[src/rtl/smux_pkg.sv]
package smux_pkg;

  localparam int NCTRL = 2;
  localparam int NLINE = 2;

  typedef enum logic [1:0] {
    MODE_DIRECT   = 2'd0,
    MODE_SHARE_P0 = 2'd1,
    MODE_SWAP     = 2'd2,
    MODE_SHARE_P1 = 2'd3
  } mux_mode_e;

  typedef enum logic [1:0] {
    ARB_IDLE = 2'd0,
    ARB_OWN  = 2'd1,
    ARB_GAP  = 2'd2
  } arb_st_e;

  function automatic logic mode_shared(mux_mode_e m);
    return m[0];
  endfunction

endpackage

[src/rtl/smux_cfg_hold.sv]
module smux_cfg_hold
  import smux_pkg::*;
#(
  parameter int SW = 2
) (
  input  logic            clk,
  input  logic            rst_n,
  input  mux_mode_e       mode_in,
  input  logic [SW-1:0]   steer_in,
  input  logic            quiet,
  output mux_mode_e       mode_q,
  output logic [SW-1:0]   steer_q
);

  // new settings are adopted only while nothing is in flight
  always_ff @(posedge clk) begin
    if (!rst_n) begin
      mode_q  <= MODE_DIRECT;
      steer_q <= '0;
    end else if (quiet) begin
      mode_q  <= mode_in;
      steer_q <= steer_in;
    end
  end

endmodule

[src/rtl/smux_arbiter.sv]
module smux_arbiter
  import smux_pkg::*;
#(
  parameter int GAP_W = 8
) (
  input  logic             clk,
  input  logic             rst_n,
  input  logic             shared,
  input  logic [NCTRL-1:0] req,
  input  logic [NCTRL-1:0] ncs,
  input  logic [GAP_W-1:0] gap,
  output logic [NCTRL-1:0] gnt,
  output logic             quiet
);

  arb_st_e          st;
  logic             owner;
  logic             last;
  logic             started;
  logic [GAP_W-1:0] cnt;

  always_ff @(posedge clk) begin
    if (!rst_n) begin
      st      <= ARB_IDLE;
      owner   <= 1'b0;
      last    <= 1'b1;
      started <= 1'b0;
      cnt     <= '0;
    end else if (!shared) begin
      st      <= ARB_IDLE;
      started <= 1'b0;
      cnt     <= '0;
    end else begin
      unique case (st)
        ARB_IDLE: begin
          if (|req) begin
            st      <= ARB_OWN;
            owner   <= (&req) ? ~last : req[1];
            started <= 1'b0;
          end
        end
        ARB_OWN: begin
          if (!started) begin
            if (!ncs[owner]) begin
              started <= 1'b1;
            end else if (!req[owner]) begin
              st   <= ARB_IDLE;
              last <= owner;
            end
          end else if (ncs[owner]) begin
            started <= 1'b0;
            last    <= owner;
            if (gap == '0) begin
              st <= ARB_IDLE;
            end else begin
              st  <= ARB_GAP;
              cnt <= gap;
            end
          end
        end
        ARB_GAP: begin
          if (cnt <= GAP_W'(1)) st <= ARB_IDLE;
          else                  cnt <= cnt - 1'b1;
        end
        default: st <= ARB_IDLE;
      endcase
    end
  end

  always_comb begin
    gnt = '0;
    if (st == ARB_OWN) gnt[owner] = 1'b1;
  end

  assign quiet = (st == ARB_IDLE);

endmodule

[src/rtl/smux_port_drv.sv]
module smux_port_drv
  import smux_pkg::*;
#(
  parameter int DQ_W = 8,
  parameter bit PORT = 1'b0
) (
  input  logic                  clk,
  input  logic                  rst_n,
  input  mux_mode_e             mode,
  input  logic [NCTRL-1:0]      steer,
  input  logic [NCTRL-1:0]      gnt,
  input  logic [NCTRL-1:0]      c_sck,
  input  logic [NCTRL-1:0]      c_ncs,
  input  logic [NCTRL*DQ_W-1:0] c_dq_o,
  input  logic [NCTRL*DQ_W-1:0] c_dq_oe,
  output logic                  p_sck,
  output logic [NLINE-1:0]      p_ncs,
  output logic [DQ_W-1:0]       p_dq_o,
  output logic [DQ_W-1:0]       p_dq_oe
);

  logic            has;
  logic            src;
  logic [DQ_W-1:0] sel_dq;
  logic [DQ_W-1:0] sel_oe;

  always_comb begin
    has = 1'b0;
    src = 1'b0;
    unique case (mode)
      MODE_DIRECT:   begin has = 1'b1; src = PORT; end
      MODE_SWAP:     begin has = 1'b1; src = ~PORT; end
      MODE_SHARE_P0: begin has = (PORT == 1'b0) && (|gnt); src = gnt[1]; end
      MODE_SHARE_P1: begin has = (PORT == 1'b1) && (|gnt); src = gnt[1]; end
      default:       begin has = 1'b0; src = 1'b0; end
    endcase
  end

  assign sel_dq = src ? c_dq_o[2*DQ_W-1:DQ_W]  : c_dq_o[DQ_W-1:0];
  assign sel_oe = src ? c_dq_oe[2*DQ_W-1:DQ_W] : c_dq_oe[DQ_W-1:0];

  always_ff @(posedge clk) begin
    if (!rst_n) begin
      p_sck   <= 1'b0;
      p_ncs   <= '1;
      p_dq_o  <= '0;
      p_dq_oe <= '0;
    end else begin
      p_sck   <= has & c_sck[src];
      for (int l = 0; l < NLINE; l++) begin
        p_ncs[l] <= (has && (steer[src] == 1'(l))) ? c_ncs[src] : 1'b1;
      end
      p_dq_o  <= has ? sel_dq : '0;
      p_dq_oe <= has ? sel_oe : '0;
    end
  end

endmodule

[src/rtl/smux_rx_sel.sv]
module smux_rx_sel
  import smux_pkg::*;
#(
  parameter int DQ_W = 8,
  parameter bit CTRL = 1'b0
) (
  input  logic                  clk,
  input  logic                  rst_n,
  input  mux_mode_e             mode,
  input  logic                  gnt,
  input  logic [NCTRL*DQ_W-1:0] p_dq_i,
  output logic [DQ_W-1:0]       c_dq_i
);

  logic has;
  logic port;

  always_comb begin
    unique case (mode)
      MODE_DIRECT:   begin has = 1'b1; port = CTRL;  end
      MODE_SWAP:     begin has = 1'b1; port = ~CTRL; end
      MODE_SHARE_P0: begin has = gnt;  port = 1'b0;  end
      MODE_SHARE_P1: begin has = gnt;  port = 1'b1;  end
      default:       begin has = 1'b0; port = 1'b0;  end
    endcase
  end

  always_ff @(posedge clk) begin
    if (!rst_n)   c_dq_i <= '0;
    else if (has) c_dq_i <= port ? p_dq_i[2*DQ_W-1:DQ_W] : p_dq_i[DQ_W-1:0];
    else          c_dq_i <= '0;
  end

endmodule

[src/rtl/serial_port_mux.sv]
module serial_port_mux
  import smux_pkg::*;
#(
  parameter int DQ_W  = 8,
  parameter int GAP_W = 8
) (
  input  logic                  clk,
  input  logic                  rst_n,
  input  logic [1:0]            cfg_mode,
  input  logic [1:0]            cfg_steer,
  input  logic [GAP_W-1:0]      cfg_gap,
  input  logic [1:0]            c_req,
  output logic [1:0]            c_gnt,
  input  logic [1:0]            c_sck,
  input  logic [1:0]            c_ncs,
  input  logic [2*DQ_W-1:0]     c_dq_o,
  input  logic [2*DQ_W-1:0]     c_dq_oe,
  output logic [2*DQ_W-1:0]     c_dq_i,
  output logic [1:0]            p_sck,
  output logic [3:0]            p_ncs,
  output logic [2*DQ_W-1:0]     p_dq_o,
  output logic [2*DQ_W-1:0]     p_dq_oe,
  input  logic [2*DQ_W-1:0]     p_dq_i
);

  mux_mode_e        mode_q;
  logic [NCTRL-1:0] steer_q;
  logic [NCTRL-1:0] arb_gnt;
  logic             arb_quiet;
  logic             cfg_quiet;
  logic             shared;

  assign shared    = mode_shared(mode_q);
  assign cfg_quiet = (&c_ncs) && arb_quiet;
  assign c_gnt     = shared ? arb_gnt : '1;

  smux_cfg_hold #(.SW(NCTRL)) u_cfg (
    .clk      (clk),
    .rst_n    (rst_n),
    .mode_in  (mux_mode_e'(cfg_mode)),
    .steer_in (cfg_steer),
    .quiet    (cfg_quiet),
    .mode_q   (mode_q),
    .steer_q  (steer_q)
  );

  smux_arbiter #(.GAP_W(GAP_W)) u_arb (
    .clk    (clk),
    .rst_n  (rst_n),
    .shared (shared),
    .req    (c_req),
    .ncs    (c_ncs),
    .gap    (cfg_gap),
    .gnt    (arb_gnt),
    .quiet  (arb_quiet)
  );

  for (genvar p = 0; p < NCTRL; p++) begin : g_port
    smux_port_drv #(.DQ_W(DQ_W), .PORT(1'(p))) u_drv (
      .clk     (clk),
      .rst_n   (rst_n),
      .mode    (mode_q),
      .steer   (steer_q),
      .gnt     (arb_gnt),
      .c_sck   (c_sck),
      .c_ncs   (c_ncs),
      .c_dq_o  (c_dq_o),
      .c_dq_oe (c_dq_oe),
      .p_sck   (p_sck[p]),
      .p_ncs   (p_ncs[NLINE*p +: NLINE]),
      .p_dq_o  (p_dq_o[DQ_W*p +: DQ_W]),
      .p_dq_oe (p_dq_oe[DQ_W*p +: DQ_W])
    );
  end

  for (genvar c = 0; c < NCTRL; c++) begin : g_ctrl
    smux_rx_sel #(.DQ_W(DQ_W), .CTRL(1'(c))) u_rx (
      .clk    (clk),
      .rst_n  (rst_n),
      .mode   (mode_q),
      .gnt    (arb_gnt[c]),
      .p_dq_i (p_dq_i),
      .c_dq_i (c_dq_i[DQ_W*c +: DQ_W])
    );
  end

endmodule

[config.mk]
export PLATFORM = sky130hd
export DESIGN_NAME = serial_port_mux
export DESIGN_NICKNAME = d
export VERILOG_FILES = /design/src/rtl/smux_pkg.sv /design/src/rtl/smux_cfg_hold.sv /design/src/rtl/smux_arbiter.sv /design/src/rtl/smux_port_drv.sv /design/src/rtl/smux_rx_sel.sv /design/src/rtl/serial_port_mux.sv
export SDC_FILE = /design/constraint.sdc
export NUM_CORES = 1
export LEC_CHECK = 0
export CAP_MARGIN = 20
export CORE_UTILIZATION = 48
export DETAILED_ROUTE_END_ITERATION = 7
export HOLD_SLACK_MARGIN = 0.08
export PLACE_DENSITY = 0.94
export SLEW_MARGIN = 30
export SYNTH_ARGS = -nofsm -noshare
export SYNTH_HDL_FRONTEND = slang
export SYNTH_HIERARCHICAL = 1
export SYNTH_SLANG_ARGS = --single-unit
export TNS_END_PERCENT = 50
[constraint.sdc]
create_clock -name clk -period 3.4 [get_ports clk]
set_input_delay 0.85 -clock clk [delete_from_list [all_inputs] [get_ports clk]]
set_output_delay 0.85 -clock clk [all_outputs]
set_load 0.01 [all_outputs]
==> flow_summary_export.csv, run 1 <==
group,metric,value,unit
finish,diodes,0,
power_and_ir_drop,cellPowerDensity,396,mW/mm2
clocking,cts_sinks,71,
setup_path,startpoint_type,"flip-flop",
yosys,synth_edf_count,0,
worst_hold_path,hp-start,"u_arb/started",
placed_design,place_ws,0.465,ns
worst_hold_path,hold_end,"u_arb/started",
sta,timing.fmax,339,MHz
sta,final_max_slew_viol_count,0,
finish,syn2layout_area_growth,37.9,%
yosys,synth_ff_type,"dfxtp_1",
yosys,synth_area,0.00344,mm2
finish,drive_above_1_share,14.1,%
outcome,run_status,"complete, no violations",
grt,grt_use_met2,42.6,%
setup_path,r2r_setup_slack,1.27,ns
clocking,cts_max_path_buffers,2,
sta,finalHoldViolCount,0,
setup_path,worstPathRequired,2.55,ns
setup_path,crit_fanout,7,
sta,layout_min_cycle_time,2.95,ns
grt,grt_pass1_wl,14.6,mm
setup_path,r2r_start,"u_arb/st[1]",
clocking,cts_inserted_buffers,9,
grt,first_global_vias,3123,
yosys,synthArstFlopShare,0,%
clocking,cts_setup_buffers,0,
setup_path,crit_type,"reg2out",
yosys,seq_area_frac_synth,41.3,%
worst_hold_path,holdPathStages,2,
routing,drt_iter0_markers,200,
yosys,yosysMostFrequentCell,"dfxtp_1",
grt,grtUsageMet3,6.57,%
placed_design,portBuffers,123,
grt,use_met1,29.4,%
setup_path,slowest_delay,0.58,ns
routing,dr.pass1.iters,4,
sta,finalWorstSetupSlack,0.448,ns
clocking,insertion_delay,0.34,ns
sta,slew_headroom,39.8,%
grt,antenna_found_initial,0,
clocking,post_cts_resized,0,
sta,timing.hold.ws,0.548,ns
power_and_ir_drop,power_leakage,1.82,nW
grt,grtUsageTotal,25.0,%
floorplan,die_x,86.7,um
floorplan,fp-row-count,30,
setup_path,reg2reg_to,"g_port[1].u_drv/p_ncs[1]",
yosys,synthTopCellsByCount,"dfxtp_1, nand2_1, a21oi_1",
yosys,yosys-top-cells-area,"dfxtp_1, mux2i_1, nor3b_2",
power_and_ir_drop,ir_drop,0.000234,V
yosys,synth_nets,429,
yosys,yosys.area.top_type_share,41.3,%
sta,grt_setup_unrepaired,"false",
yosys,ys_ff_latch,71,
grt,grt_max_degree,25,
setup_path,cp_slowest_cell,"clkdlybuf4s50_1",
yosys,netlist_instances,357,
sta,post-route-period-util,86.8,%
routing,via_per_inst,5.59,
yosys,yosysTopAreaCell,"dfxtp_1",
yosys,synth_cell_types,57,
routing,routed_wl,9.08,mm
placed_design,gp_congestion,0.957,
clocking,root_buffer,"clkbuf_8",
routing,wl_per_cell,15.9,um
worst_hold_path,hold_path.class,"reg2reg",
clocking,htree_levels,3,
floorplan,dieArea,0.00751,mm2
clocking,cts_hold_buf,0,
setup_path,ff2ff_path_depth,5,
finish,fin_nets,543,
sta,worstMarginPinSlew,0.902,ns
routing,drt.antenna.violating_nets,0,
setup_path,arrival,2.10,ns
setup_path,cp_cell_sequence,"or2b_2 > nor2_1 > nand2b_1 > clkdlybuf4s50_1",
routing,vias,3199,
routing,drc,0,
yosys,ys_warn_count,6,
sta,setup_viol,0,
floorplan,core_area,0.00687,mm2
placed_design,dp_hpwl,6.43,mm
setup_path,end_kind,"output port",
sta,fin_tns_setup,0,ns
floorplan,die_y,86.7,um
floorplan,io_pins,124,
flow_run,cap_violations,0,
floorplan,start_util,50.1,%
yosys,syn_area_per_cell,9.64,um2
clocking,cts_tree,"yes",
grt,grt.busiest_layer,"met2",
sta,skew,0.0104,ns
grt,grt.overflow.total,0,
clocking,clk_pin_slew_worst_paths,0.06,ns
## flip-flops by register name, summed over array words and instances (netlist names)
signal and flops:
u_arb/owner 1, g_port.u_drv/p_ncs 4, u_arb/cnt 8, u_arb/started 1
g_port.u_drv/p_sck 2, g_port.u_drv/p_dq_oe 16, g_ctrl.u_rx/c_dq_i 16, g_port.u_drv/p_dq_o 16
u_cfg/steer_q 2, u_arb/last 1, u_arb/st 2, u_cfg/mode_q 2
## placed cells by master (no fill, tap or decap), types with 4 or more instances in the layout
cell and n:
a21oi_2 13, o21ai_1 9, nand3_1 18, o22ai_1 5
mux2i_1 22, nand2_2 4, dfxtp_1 71, clkdlybuf4s50_1 123
nor2b_1 7, nor3_1 5, nand2_1 38, ha_1 4
nor2_1 13, a21oi_1 29, nor3b_2 16, inv_1 5
clkbuf_8 10, nand2b_1 7, o21ai_0 17
## kinds of logic after synthesis
logic type | Yosys count | share of synthesized area (%)
AND/OR/NAND/NOR | 132 | 23.2
AO/OA/AOI/OAI | 98 | 19.0
flip-flops | 71 | 41.3
buffers and inverters | 27 | 7.20
multiplexers | 25 | 7.82
adder cells (fa/ha/maj) | 4 | 1.45
## routing by layer
layer	share of wire, %	wire [um]	vias to the layer above
li1	-	-	1505
met1	39	3580	1494
met2	49	4490	184
met3	9.5	860	16
met4	1.6	147	0
met5	0	0	-
## through the flow
stage                     instance area, um2  instances  total power, mW  util [%]
after floorplan                         3440        357             1.11         -
after global placement                  4580        556             1.30      66.7
after detailed placement                4580        556             1.31      66.7
after CTS                               4750        572             1.89      69.1
after global routing                    4750        572             1.96      69.1
final                                   4750        572             1.88      69.1
## worst max-delay path, delay by kind of cell, from the launching register on
kind | cells | cell delay [ns]
simple gates | 3 | 0.78
buf+inv | 1 | 0.58
flops | 1 | 0.41
## power by group
part / total [mW] / switching (mW) / leakage [nW] / internal, mW
Sequential: 0.909 / 0.0243 / 0.586 / 0.885
Clock: 0.588 / 0.303 / 0.0874 / 0.285
Combinational: 0.384 / 0.165 / 1.14 / 0.218
## area by class of cell
| cell class | instances | area (um2) |
|---|---|---|
| inverters | 5 | 18.8 |
| fillers | 493 | 2120 |
| repair buffers | 125 | 1250 |
| well taps | 96 | 120 |
| flip-flops and latches | 71 | 1420 |
| clock inverters | 3 | 18.8 |
| multi-input cells | 259 | 1770 |
| clock buffers | 13 | 149 |
## worst max path at each step
stage / startpoint / endpoint / slack, ns
after floorplan: cfg_gap[2] / u_arb/cnt[5] / 1.04
after global placement: cfg_gap[6] / u_arb/cnt[5] / 0.55
after detailed placement: cfg_gap[6] / u_arb/cnt[5] / 0.46
after CTS: u_arb/st[0] / c_gnt[0] / 0.44
after global routing: u_arb/st[0] / c_gnt[0] / 0.38
final: u_arb/st[0] / c_gnt[0] / 0.45
Note: power is estimated with default switching activity, not from simulation.
==> inputs of run 2 (changes only) <==
--- a/config.mk
+++ b/config.mk
@@ -5,11 +5,12 @@
 export SDC_FILE = /design/constraint.sdc
 export NUM_CORES = 1
 export LEC_CHECK = 0
+export ABC_AREA = 1
 export CAP_MARGIN = 20
-export CORE_UTILIZATION = 48
+export CORE_UTILIZATION = 49
 export DETAILED_ROUTE_END_ITERATION = 7
 export HOLD_SLACK_MARGIN = 0.08
-export PLACE_DENSITY = 0.94
+export PLACE_DENSITY = 0.95
 export SLEW_MARGIN = 30
 export SYNTH_ARGS = -nofsm -noshare
 export SYNTH_HDL_FRONTEND = slang
==> flow_summary_export.csv, run 2 <==
group,metric,value,unit
setup_path,cp_top_family,"buffers and inverters",
yosys,synth_area,0.00359,mm2
yosys,yosysTopAreaCell,"dfxtp_1",
grt,use_met1,30.4,%
clocking,cts_max_path_buffers,2,
yosys,yosys.area.top_type_share,39.5,%
yosys,synthArstFlopShare,0,%
power_and_ir_drop,power.total,2.05,mW
finish,drive_above_1_share,13.7,%
placed_design,placed_cell_area,0.00480,mm2
routing,dr.pass1.iters,4,
sta,timing.fmax,352,MHz
sta,skew,0.00586,ns
yosys,synth_nets,597,
clocking,root_buffer,"clkbuf_8",
clocking,insertion_delay,0.34,ns
setup_path,cp_slowest_cell,"clkdlybuf4s50_1",
power_and_ir_drop,ir_drop,0.000207,V
setup_path,end_kind,"output port",
clocking,clk_pin_slew_worst_paths,0.07,ns
setup_path,worstPathRequired,2.55,ns
floorplan,die_y,87.7,um
routing,drc,0,
finish,mostFrequentLayoutCell,"nand2_1",
sta,slew_headroom,61.7,%
clocking,post_cts_resized,0,
outcome,run_status,"complete, no violations",
grt,grt.overflow.total,0,
sta,post-route-period-util,83.7,%
grt,grt.busiest_layer,"met2",
clocking,cts_tree,"yes",
grt,grtUsageTotal,24.8,%
yosys,ys_ff_latch,71,
grt,grt_max_degree,26,
routing,vias,3636,
flow_run,cap_violations,0,
setup_path,cp_cell_sequence,"inv_2 > nor2_1 > inv_1 > nand2_1 > clkdlybuf4s50_1",
grt,antenna_found_initial,0,
finish,layoutNonFillerInstCount,745,
sta,fin_tns_setup,0,ns
setup_path,startpoint_type,"flip-flop",
floorplan,io_pins,124,
power_and_ir_drop,cellPowerDensity,410,mW/mm2
routing,routed_wl,9.27,mm
yosys,syn_area_per_cell,6.85,um2
finish,diodes,0,
yosys,yosys-top-cells-area,"dfxtp_1, nand2_1, nor2_1",
yosys,synthTopCellsByCount,"nand2_1, nor2_1, dfxtp_1",
yosys,seq_area_frac_synth,39.5,%
grt,first_global_vias,3343,
placed_design,dp_hpwl,6.74,mm
routing,via_per_inst,4.88,
clocking,htree_levels,3,
routing,drt_iter0_markers,160,
clocking,cts_setup_buffers,0,
clocking,cts_inserted_buffers,9,
floorplan,core_area,0.00694,mm2
sta,setup_viol,0,
grt,grt_use_met2,43.0,%
floorplan,start_util,51.8,%
floorplan,dieArea,0.00768,mm2
grt,grtUsageMet3,5.18,%
yosys,synth_cell_types,28,
sta,grt_setup_unrepaired,"false",
setup_path,path_buf_inv,3,
clocking,cts_sinks,71,
sta,worstMarginPinSlew,0.572,ns
finish,stdcell_area,0.00498,mm2
floorplan,fp-row-count,30,
finish,syn2layout_area_growth,38.7,%
yosys,ys_warn_count,6,
yosys,yosysMostFrequentCell,"nand2_1",
power_and_ir_drop,power_leakage,2.30,nW
grt,grt_pass1_wl,14.8,mm
finish,fin_nets,717,
sta,layout_min_cycle_time,2.84,ns
sta,finalHoldViolCount,0,
setup_path,crit_fanout,7,
setup_path,slowest_delay,0.53,ns
yosys,synth_ff_type,"dfxtp_1",
finish,largestRegisters,"g_ctrl.u_rx/c_dq_i (16), g_port.u_drv/p_dq_o (16), g_port.u_drv/p_dq_oe (16)",
clocking,cts_hold_buf,0,
finish,mostFrequentLayoutCells,"nand2_1, clkdlybuf4s50_1, nor2_1, dfxtp_1, inv_1",
floorplan,die_x,87.7,um
routing,drt.antenna.violating_nets,0,
finish,fin_util,71.8,%
routing,wl_per_cell,12.4,um
placed_design,portBuffers,123,
setup_path,crit_type,"reg2out",
worst_hold_path,hold_path.class,"reg2reg",
placed_design,gp_congestion,0.930,
setup_path,arrival,1.99,ns
sta,final_max_slew_viol_count,0,
placed_design,dp.cells,730,
yosys,netlist_instances,525,
yosys,synth_edf_count,0,
[run 2: changes by cell type after synthesis, moves of 8 or more]
| cell | delta |
|---|---|
| nand2_1 | +100 |
| nor2_1 | +69 |
| inv_1 | +54 |
| mux2i_1 | -22 |
| nand2_2 | +18 |
| nand3_1 | +17 |
| inv_2 | +16 |
| nor3b_2 | -16 |
| nor2_2 | +15 |
| o21ai_1 | -9 |
| o21ai_0 | -8 |
[run 2: worst reg2reg max path, delay by kind of cell, from the launching register on]
family,cells,cell delay (ns)
compound gates,1,0.16
buf+inv,1,0.09
flops,1,0.42
simple gates,4,1.40
[run 2: worst paths after layout]
| check | startpoint | endpoint | slack, ns | cells past startpoint |
|---|---|---|---|---|
| worst min register to register | u_arb/last | u_arb/last | 0.50 | 2 |
| worst max-delay path | u_arb/owner | c_gnt[1] | 0.56 | 5 |
| worst max register to register | u_arb/owner | g_port[1].u_drv/p_dq_o[4] | 1.25 | 6 |
| worst min-delay path | u_arb/last | u_arb/last | 0.50 | 2 |
[run 2: power by group]
part | leakage (nW) | total [mW] | internal [mW] | switching (mW)
combinational | 1.62 | 0.474 | 0.237 | 0.237
sequential | 0.585 | 0.911 | 0.892 | 0.0187
clock | 0.0964 | 0.661 | 0.356 | 0.305
[run 2: final cells by class]
cell class	count	area, um2
tap	96	120
fill	508	1960
sequential	71	1420
inverter	77	292
multi-input combinational	361	1720
clock buffer	12	145
clock inverter	3	43.8
timing repair buffer	125	1250
[run 2: through the flow]
| step | worst slack [ns] | hold slack [ns] |
|---|---|---|
| after floorplan | 1.62 | 0.446 |
| after global placement | 0.962 | 0.470 |
| after detailed placement | 0.918 | 0.471 |
| after CTS | 0.568 | 0.489 |
| after global routing | 0.452 | 0.544 |
| final | 0.556 | 0.496 |
[run 2: layer usage]
layer / vias up / wire [um]
li1: 1835 / -
met5: - / 0
met1: 1619 / 3940
met3: 23 / 641
met4: 0 / 193
met2: 159 / 4490
[run 2: cell families after synthesis]
logic type | Yosys count | share of synthesized area (%)
xor+xnor | 1 | 0.244
simple gates | 305 | 37.5
compound gates | 51 | 8.63
flops | 71 | 39.5
fa+ha+maj | 4 | 1.39
buf+inv | 93 | 12.7
